## src/rtl/bulk_in_ep_pkg.sv

```systemverilog
package bulk_in_ep_pkg;

    typedef enum logic [2:0] {
        SQ_IDLE,
        SQ_NAK,
        SQ_HDR,
        SQ_BODY,
        SQ_TAIL,
        SQ_WAIT
    } seq_state_e;

    typedef struct packed {
        logic rdy;
        logic cmpl;
        logic ie;
        logic tgl;
    } ep_stat_t;

    typedef struct packed {
        logic nak;
        logic start;
        logic vld;
        logic fin;
    } tx_ctl_t;

    function automatic logic sq_busy(seq_state_e s);
        return (s == SQ_HDR) || (s == SQ_BODY) || (s == SQ_TAIL) || (s == SQ_WAIT);
    endfunction

endpackage

```

## src/rtl/ep_pkt_fifo.sv

```systemverilog
module ep_pkt_fifo #(
    parameter int DEPTH = 64,
    parameter int DW    = 8,
    localparam int AW   = $clog2(DEPTH),
    localparam int CW   = $clog2(DEPTH + 1)
) (
    input  logic          clk,
    input  logic          rst,
    input  logic          wr_en,
    input  logic [DW-1:0] wr_data,
    input  logic          flush,
    input  logic          rd_adv,
    input  logic          rewind,
    output logic [DW-1:0] rd_data,
    output logic [CW-1:0] count,
    output logic          full,
    output logic          rd_last
);
    logic [DW-1:0] mem [DEPTH];
    logic [CW-1:0] rd_ptr;

    always_ff @(posedge clk) begin
        if (wr_en && !flush) begin
            mem[count[AW-1:0]] <= wr_data;
        end
    end

    always_ff @(posedge clk) begin
        if (rst || flush) begin
            count  <= '0;
            rd_ptr <= '0;
        end else begin
            if (wr_en) begin
                count <= count + CW'(1);
            end
            if (rewind) begin
                rd_ptr <= '0;
            end else if (rd_adv) begin
                rd_ptr <= rd_ptr + CW'(1);
            end
        end
    end

    assign rd_data = mem[rd_ptr[AW-1:0]];
    assign full    = (count == CW'(DEPTH));
    assign rd_last = (rd_ptr == count - CW'(1));
endmodule

```

## src/rtl/ep_status_reg.sv

```systemverilog
module ep_status_reg
    import bulk_in_ep_pkg::*;
(
    input  logic     clk,
    input  logic     rst,
    input  logic     cfg_en,
    input  logic     set_rdy,
    input  logic     clr_rdy,
    input  logic     clr_cmpl,
    input  logic     ie_wr,
    input  logic     ie_val,
    input  logic     ack_done,
    output ep_stat_t stat
);
    always_ff @(posedge clk) begin
        if (rst) begin
            stat <= '0;
        end else begin
            if (ack_done || clr_rdy) begin
                stat.rdy <= 1'b0;
            end else if (set_rdy) begin
                stat.rdy <= 1'b1;
            end

            if (ack_done) begin
                stat.cmpl <= 1'b1;
            end else if (clr_cmpl) begin
                stat.cmpl <= 1'b0;
            end

            if (ie_wr) begin
                stat.ie <= ie_val;
            end

            if (!cfg_en) begin
                stat.tgl <= 1'b0;
            end else if (ack_done) begin
                stat.tgl <= ~stat.tgl;
            end
        end
    end
endmodule

```

## src/rtl/ep_tx_seq.sv

```systemverilog
module ep_tx_seq
    import bulk_in_ep_pkg::*;
#(
    parameter int DEPTH = 64,
    localparam int CW   = $clog2(DEPTH + 1)
) (
    input  logic          clk,
    input  logic          rst,
    input  logic          cfg_en,
    input  logic          tok,
    input  logic          ack,
    input  logic          tmo,
    input  logic          rdy,
    input  logic          abort,
    input  logic [CW-1:0] count,
    input  logic          rd_last,
    output logic          rd_adv,
    output logic          rewind,
    output logic          ack_done,
    output tx_ctl_t       ctl
);
    seq_state_e state, nxt;

    always_comb begin
        nxt      = state;
        rd_adv   = 1'b0;
        rewind   = 1'b0;
        ack_done = 1'b0;
        case (state)
            SQ_IDLE: if (tok && cfg_en) nxt = rdy ? SQ_HDR : SQ_NAK;
            SQ_NAK:  nxt = SQ_IDLE;
            SQ_HDR:  nxt = (count == '0) ? SQ_TAIL : SQ_BODY;
            SQ_BODY: begin
                rd_adv = 1'b1;
                if (rd_last) nxt = SQ_TAIL;
            end
            SQ_TAIL: nxt = SQ_WAIT;
            SQ_WAIT: begin
                if (ack) begin
                    ack_done = 1'b1;
                    nxt      = SQ_IDLE;
                end else if (tmo) begin
                    rewind = 1'b1;
                    nxt    = SQ_IDLE;
                end
            end
            default: nxt = SQ_IDLE;
        endcase
        if (!ack_done && (!cfg_en || abort)) begin
            if (sq_busy(state)) begin
                rewind = 1'b1;
            end
            rd_adv = 1'b0;
            nxt    = SQ_IDLE;
        end
    end

    always_ff @(posedge clk) begin
        if (rst) begin
            state <= SQ_IDLE;
        end else begin
            state <= nxt;
        end
    end

    always_comb begin
        ctl.nak   = (state == SQ_NAK);
        ctl.start = (state == SQ_HDR);
        ctl.vld   = (state == SQ_BODY);
        ctl.fin   = (state == SQ_TAIL);
    end
endmodule

```

## src/rtl/bulk_in_ep.sv

```systemverilog
module bulk_in_ep
    import bulk_in_ep_pkg::*;
#(
    parameter int DEPTH = 64,
    parameter int DW    = 8,
    localparam int CW   = $clog2(DEPTH + 1)
) (
    input  logic          clk,
    input  logic          rst,
    input  logic          cfg_en,
    input  logic          fw_wr,
    input  logic [DW-1:0] fw_wdata,
    input  logic          fw_set_rdy,
    input  logic          fw_clr_rdy,
    input  logic          fw_clr_cmpl,
    input  logic          fw_ie_wr,
    input  logic          fw_ie_val,
    input  logic          bus_in_tok,
    input  logic          bus_ack,
    input  logic          bus_tmo,
    output logic          resp_nak,
    output logic          pkt_start,
    output logic          tx_pid,
    output logic          byte_vld,
    output logic [DW-1:0] tx_data,
    output logic          pkt_end,
    output logic          st_rdy,
    output logic          st_cmpl,
    output logic          st_ie,
    output logic          st_toggle,
    output logic [CW-1:0] st_count,
    output logic          wr_err,
    output logic          irq
);
    ep_stat_t      stat;
    tx_ctl_t       ctl;
    logic          ack_done, rd_adv, rewind, full, rd_last, wr_ok, wr_bad;
    logic [CW-1:0] count;

    assign wr_bad = fw_wr && (full || stat.rdy || stat.cmpl);
    assign wr_ok  = fw_wr && !wr_bad;

    ep_pkt_fifo #(.DEPTH(DEPTH), .DW(DW)) u_fifo (
        .clk     (clk),
        .rst     (rst),
        .wr_en   (wr_ok),
        .wr_data (fw_wdata),
        .flush   (fw_clr_rdy || ack_done),
        .rd_adv  (rd_adv),
        .rewind  (rewind),
        .rd_data (tx_data),
        .count   (count),
        .full    (full),
        .rd_last (rd_last)
    );

    ep_status_reg u_stat (
        .clk      (clk),
        .rst      (rst),
        .cfg_en   (cfg_en),
        .set_rdy  (fw_set_rdy),
        .clr_rdy  (fw_clr_rdy),
        .clr_cmpl (fw_clr_cmpl),
        .ie_wr    (fw_ie_wr),
        .ie_val   (fw_ie_val),
        .ack_done (ack_done),
        .stat     (stat)
    );

    ep_tx_seq #(.DEPTH(DEPTH)) u_seq (
        .clk      (clk),
        .rst      (rst),
        .cfg_en   (cfg_en),
        .tok      (bus_in_tok),
        .ack      (bus_ack),
        .tmo      (bus_tmo),
        .rdy      (stat.rdy),
        .abort    (fw_clr_rdy),
        .count    (count),
        .rd_last  (rd_last),
        .rd_adv   (rd_adv),
        .rewind   (rewind),
        .ack_done (ack_done),
        .ctl      (ctl)
    );

    always_ff @(posedge clk) begin
        if (rst) begin
            wr_err <= 1'b0;
        end else begin
            wr_err <= wr_bad;
        end
    end

    assign resp_nak  = ctl.nak;
    assign pkt_start = ctl.start;
    assign tx_pid    = stat.tgl;
    assign byte_vld  = ctl.vld;
    assign pkt_end   = ctl.fin;
    assign st_rdy    = stat.rdy;
    assign st_cmpl   = stat.cmpl;
    assign st_ie     = stat.ie;
    assign st_toggle = stat.tgl;
    assign st_count  = count;
    assign irq       = stat.cmpl && stat.ie;
endmodule

```

## config.mk

```make
export PLATFORM = sky130hd
export DESIGN_NAME = bulk_in_ep
export DESIGN_NICKNAME = d
export VERILOG_FILES = /design/src/rtl/bulk_in_ep_pkg.sv /design/src/rtl/ep_pkt_fifo.sv /design/src/rtl/ep_status_reg.sv /design/src/rtl/ep_tx_seq.sv /design/src/rtl/bulk_in_ep.sv
export SDC_FILE = /design/constraint.sdc
export NUM_CORES = 1
export LEC_CHECK = 0
export ABC_CLOCK_PERIOD_IN_PS = 3150
export CAP_MARGIN = 20
export CELL_PAD_IN_SITES_DETAIL_PLACEMENT = 1
export CELL_PAD_IN_SITES_GLOBAL_PLACEMENT = 2
export CORE_ASPECT_RATIO = 1.2
export CORE_MARGIN = 8
export CORE_UTILIZATION = 49
export DETAILED_ROUTE_END_ITERATION = 10
export GPL_TIMING_DRIVEN = 0
export PLACE_DENSITY = 0.83
export SLEW_MARGIN = 20
export SYNTH_ARGS = -nofsm -noshare
export SYNTH_HDL_FRONTEND = slang
export SYNTH_SLANG_ARGS = --single-unit
```

## constraint.sdc

```tcl
create_clock -name clk -period 3.15 [get_ports clk]
set_clock_uncertainty 0.05 [all_clocks]
set_input_delay 0.63 -clock clk [delete_from_list [all_inputs] [get_ports clk]]
set_output_delay 0.63 -clock clk [all_outputs]
set_load 0.05 [all_outputs]
```

== After elaboration in Yosys (flattened, before gate mapping) ==
Memory sizes are Yosys's and may differ from the RTL's. A register that Yosys moved wholly into a read port is not among the register bits.
Index checks and enable logic that the tools add are counted.

* ROM bits: 0
* Logic and storage cells: 72
* Input bits: 20
* Bits in registers: 22
* Memories: 1
* Latch bits: 0
* RAM bits: 512
* Output and inout bits: 26

{| class="wikitable"
|+ Memories
! name !! words !! width !! read ports !! clocked after memory_dff !! wr ports !! line !! text
|-
| u_fifo.mem || 64 || 8 || 1 || 1 || 1 || ep_pkt_fifo.sv:19 || <nowiki>logic [DW-1:0] mem [DEPTH];</nowiki>
|}

* Shift-type cells: 0
* $add $sub $neg: 3
* Reductions and logical operators: 26
* Order comparisons: 0
* Bitwise gates (word level): 2
* Multipliers: 0
* Equal/unequal tests: 10
* Multiplexer cells: 22
* Div/mod/pow operators: 0

{| class="wikitable"
|+ Operator list
! kind !! number
|-
| 3-bit two-way mux || 5
|-
| 3-bit case mux with 5 select lines || 1
|-
| 7-bit by 1-bit adder with 7-bit output, second input constant || 2
|-
| 1-bit two-way mux || 13
|-
| 6-bit two-way mux || 2
|-
| 1-bit logical OR || 8
|-
| 2-bit OR reduction || 4
|-
| 7-bit == test || 1
|-
| 7-bit == test, second input constant || 1
|-
| 7-bit logical NOT || 1
|-
| 7-bit by 1-bit subtractor with 7-bit output, second input constant || 1
|-
| 3-bit by 2-bit == test with 1-bit output, second input constant || 2
|-
| 3-bit == test, second input constant || 2
|-
| 1-bit logical AND || 6
|-
| 1-bit logical NOT || 4
|-
| 2-bit by 1-bit inequality test with 1-bit output, second input constant || 2
|-
| 3-bit by 1-bit == test with 1-bit output, second input constant || 1
|-
| 3-bit logical NOT || 1
|-
| 3-bit inequality test, second input constant || 1
|-
| 3-bit AND reduction || 1
|-
| 2-bit two-way mux || 1
|-
| 1-bit inverter || 2
|-
| 2-bit nonzero test || 1
|}

== Depth between registers and ports, before layout ==
* Word-level depth: 9
* Mapped depth: 10

== Hierarchy ==
Synthesis repeated with hierarchy kept, for this count alone.

* Cells, all modules: 1075
* Area total of the unflattened synthesis: 21356.7 sq um

{| class="wikitable"
|+ Modules (own cells, without submodules)
! module !! instances !! area each (sq um) !! cells an instance
|-
| ep_pkt_fifo || 1 || 20876.3 || 1018
|-
| ep_tx_seq || 1 || 276.5 || 37
|-
| ep_status_reg || 1 || 140.1 || 13
|-
| bulk_in_ep || 1 || 63.8 || 7
|}

== Worst setup path before layout ==
No wires, ideal clock.

* Path kind: flip-flop to flip-flop
* Start: register u_fifo.count[0]
* End: memory u_fifo.mem[11][0], enable pin
* Period minus slack after synthesis: 3.088 ns
* Stages on the path, launching flop included: 8
* Path buffers: 1
* Data arrival time: 2.668 ns
* Path slack: 0.062 ns
* Cells stage by stage: dfxtp_1 clkbuf_1 inv_1 ha_1 nand4_1 nor4b_1 nand3_1 nor2_1

* Longest elaborated chain between the ends: 9

{| class="wikitable"
|+ Ends and longest elaborated chain
! what !! line !! text
|-
| start, declared || ep_pkt_fifo.sv:15 || <nowiki>output logic [CW-1:0] count,</nowiki>
|-
| start signal, assigned || ep_pkt_fifo.sv:34 || <nowiki>count <= count + CW'(1);</nowiki>
|-
| 7-bit == test || ep_pkt_fifo.sv:45 || <nowiki>assign full = (count == CW'(DEPTH));</nowiki>
|-
| 1-bit logical OR (2 in series) || bulk_in_ep.sv:40 || <nowiki>assign wr_bad = fw_wr && (full || stat.rdy || stat.cmpl);</nowiki>
|-
| 1-bit logical AND || bulk_in_ep.sv:40 ||
|-
| 1-bit logical NOT || bulk_in_ep.sv:41 || <nowiki>assign wr_ok = fw_wr && !wr_bad;</nowiki>
|-
| 1-bit logical AND || bulk_in_ep.sv:41 ||
|-
| 1-bit logical AND || ep_pkt_fifo.sv:23 || <nowiki>if (wr_en && !flush) begin</nowiki>
|-
| 1-bit two-way mux || ep_pkt_fifo.sv:23 ||
|-
| 1-bit two-way mux (implied by the code) || ep_pkt_fifo.sv:24 || <nowiki>mem[count[AW-1:0]] <= wr_data;</nowiki>
|-
| end, declared || ep_pkt_fifo.sv:19 ||
|}

Several ways; a longest one is shown, not always the timed one.

==> out/qor.txt <==
Outcome - finished with violations
Failing checks - negative setup slack
CP Max Fanout - 10
Final worst hold slack - 0.483 ns
Initial Util - 0.492
Clk buf depth - 3
Yosys cell types - 54
Cell Area, Placed - 22700 um2
Overflow after GRT - 0
Syn. warnings - 0
Die width - 207 um
Worst path most repeated cell - buf_6
Final hold vios - 0
Number of global-route vias before repair - 12200
GRT Resource Usage Total - 0.225
Synth Instances - 1095
PwrDens - 556 nW/um2
Slew margin rel. - 0.347
Clk root buf - clkbuf_16
Achievable frequency - 285 MHz
Gpl congestion - 0.824
Hold Crit Class - flop to flop
Clock transition at the registers of the reported paths - 0.06 ns
P&R area growth vs syn - 19.6%
Final Cell Area - 25600 um2
Max incr delay on CP - 0.33 ns
Total power - 14.2 mW
Post-layout util - 0.589
Final setup TNS - -2.51 ns
Via count - 11400
Final nets - 1248
Synth Register Bits - 540
Syn Area/Cell - 19.6 um2
CTS H-Tree Depth - 2
Final worst slack - -0.357 ns
Setup crit end kind - output pin
Pre-antenna DRT Iters - 5
CP arrival - 2.83 ns
Cells after DPL - 1706
Syn Nets - 1119
Clk sink count - 540
DR DRC count - 0
Leakage power - 7.80 nW
Post-synthesis instance area - 21400 um2
RSZ-0062 raised after global routing - true
Drt wl/cell - 31.3 um
PortBufs - 45
Worst-Margin Slew - 0.976 ns
Placeable Area - 43500 um2
Post-DP HPWL - 35.7 mm
CTS buffer count - 51
Place WS - -1.22 ns
Hold_buf cts - 0
CP Launch Type - flop
# IOs - 46
CP Cell Sequence - buf_6 > buf_12 > buf_6 > buf_8 > nand2_1 > a211oi_2 > nor4_2 > a211oi_4 > a21oi_2 > buf_6
Max rail drop VDD - 0.404 mV
Clk Latency, worst-skew pair - 0.57 ns
Cell row count - 84
Ys async rst share - 0
CTS tree - yes
Seq/Total Area, Yosys - 0.744
WP buf/inv - 5
Largest net degree at the start of global routing - 65
Share of layout cells above drive strength 1 - 0.348
Pins Over Slew Limit - 0
Non-filler cells, final - 1823
Highest-delay cell along the critical path - dfxtp_1
WL final - 57.2 mm
Final period util - 1.11
WP data required - 2.47 ns
Ant. Diodes - 0
Initial DRC count - 1032
Initial antenna violation count - 0
Kind of critical path - flop to output pin
Global-route wire length before repair - 82.1 mm
Post-synth EDFFs - 512
DIE AREA - 50700 um2
Top_reg_cell synth - edfxtp_1
Delay-heaviest family, CP - buffers and inverters
Tmin final - 3.51 ns
Endpoints failing setup - 8
Vias/cell - 6.26
Die height - 245 um
Max Cap Viol - 0
Post-route ant nets - 0
## state kept, by name, summed over array words and instances (netlist names), named ones only
register,cells
u_fifo.mem,512
u_fifo.count,7
u_fifo.rd_ptr,7
u_stat.stat,4
u_seq.state,3
wr_err,1
## cell usage in the layout, fill, tap and decap left out, types with 7 or more instances in the layout
cell / Yosys / layout
nor2_2: 0 / 31
buf_4: 10 / 26
mux2i_1: 31 / 13
clkbuf_1: 20 / 16
nand2b_1: 9 / 9
nor2_4: 0 / 32
clkinv_2: 0 / 15
a21oi_1: 22 / 20
dfxtp_1: 28 / 26
buf_6: 4 / 14
buf_12: 2 / 23
edfxtp_1: 512 / 512
nand3_1: 10 / 7
o21ai_2: 0 / 13
nand2_1: 26 / 21
xor2_1: 15 / 15
a211oi_1: 11 / 7
inv_1: 8 / 8
buf_2: 17 / 11
clkdlybuf4s50_1: 0 / 27
clkbuf_16: 0 / 51
mux2i_4: 0 / 10
mux2i_2: 0 / 8
nor2_1: 111 / 48
mux4_2: 123 / 130
o21ai_0: 20 / 10
nor3_1: 15 / 12
## layer usage
metal	wire, um	vias up	track usage
met5	0	-	0
met4	2060	0	0.0835
met3	3670	114	0.0360
met2	29400	533	0.390
met1	22100	6052	0.283
li1	-	4717	-
## timing repair
action,CTS,global route
setup buffers,8,15
setup endpoints to repair,334,251
gates resized for setup,290,55
gates cloned,2,0
pin swaps,15,18
## power breakdown
part           total [mW]  switching [mW]  internal, mW
sequential           7.86         0.00536          7.85
combinational       0.297           0.220        0.0770
clock                6.08            2.67          3.41
total                14.2            2.90          11.3
## synthesized netlist by cell type (4+ instances only)
cell      count  area share
a211oi_1     11      0.0039
a21oi_1      22      0.0051
buf_1         4     0.00070
buf_2        17      0.0040
buf_4        10      0.0035
buf_6         4      0.0021
clkbuf_1     20      0.0035
dfxtp_1      28       0.026
edfxtp_1    512        0.72
ha_1          4      0.0023
inv_1         8      0.0014
mux2_2        6      0.0032
mux2i_1      31       0.014
mux4_1        7      0.0086
mux4_2      123        0.13
nand2_1      26      0.0046
nand2b_1      9      0.0026
nand3_1      10      0.0023
nand3b_1      5      0.0018
nand4_1       6      0.0018
nor2_1      111       0.019
nor2b_1       7      0.0020
nor3_1       15      0.0035
nor3b_1       4      0.0014
o21ai_0      20      0.0047
o21ai_1       7      0.0016
o221ai_1      6      0.0025
o22ai_1       4      0.0012
xnor2_1       6      0.0025
xor2_1       15      0.0061
## kinds of logic (layout without fill, tap and decap cells)
logic type | after synthesis | after routing | share of synthesized area
DFF | 540 | 540 | 0.744
adders and majority gates | 4 | 4 | 0.00234
AOI/OAI and AO/OA | 87 | 87 | 0.0261
muxes | 167 | 167 | 0.156
buffers and inverters | 65 | 234 | 0.0171
and+or+nand+nor | 211 | 211 | 0.0462
xor gates and xnor gates | 21 | 21 | 0.00859
## worst register-to-register path, cell delays in order, from the launching register on
cell     delay, ns
dfxtp_1       0.45
buf_2         0.35
inv_1         0.22
ha_1          0.32
nand4_1       0.15
nor4b_4       0.21
buf_4         0.23
nand3_4       0.33
nor2_4        0.38
## final timing paths
| check | startpoint | end | slack, ns | depth (start not counted) |
|---|---|---|---|---|
| setup reg to reg | u_fifo.count[0] | u_fifo.mem[3][1] | 0.14 | 8 |
| setup / recovery | flop | tx_data[1] | -0.36 | 10 |
| hold reg to reg | u_stat.stat[2] | u_stat.stat[2] | 0.48 | 2 |
| hold / removal | u_stat.stat[2] | u_stat.stat[2] | 0.48 | 2 |
## cell type report
| class | count | area (um2) |
|---|---|---|
| Fill cell | 3782 | 17900 |
| Sequential cell | 540 | 15900 |
| Multi-Input combinational cell | 490 | 5830 |
| Clock buffer | 64 | 1370 |
| Timing Repair Buffer | 77 | 866 |
| Tap cell | 559 | 699 |
| Buffer | 56 | 613 |
| Clock inverter | 29 | 262 |
| Inverter | 8 | 30.0 |
Note: power is estimated with default switching activity, not from simulation.
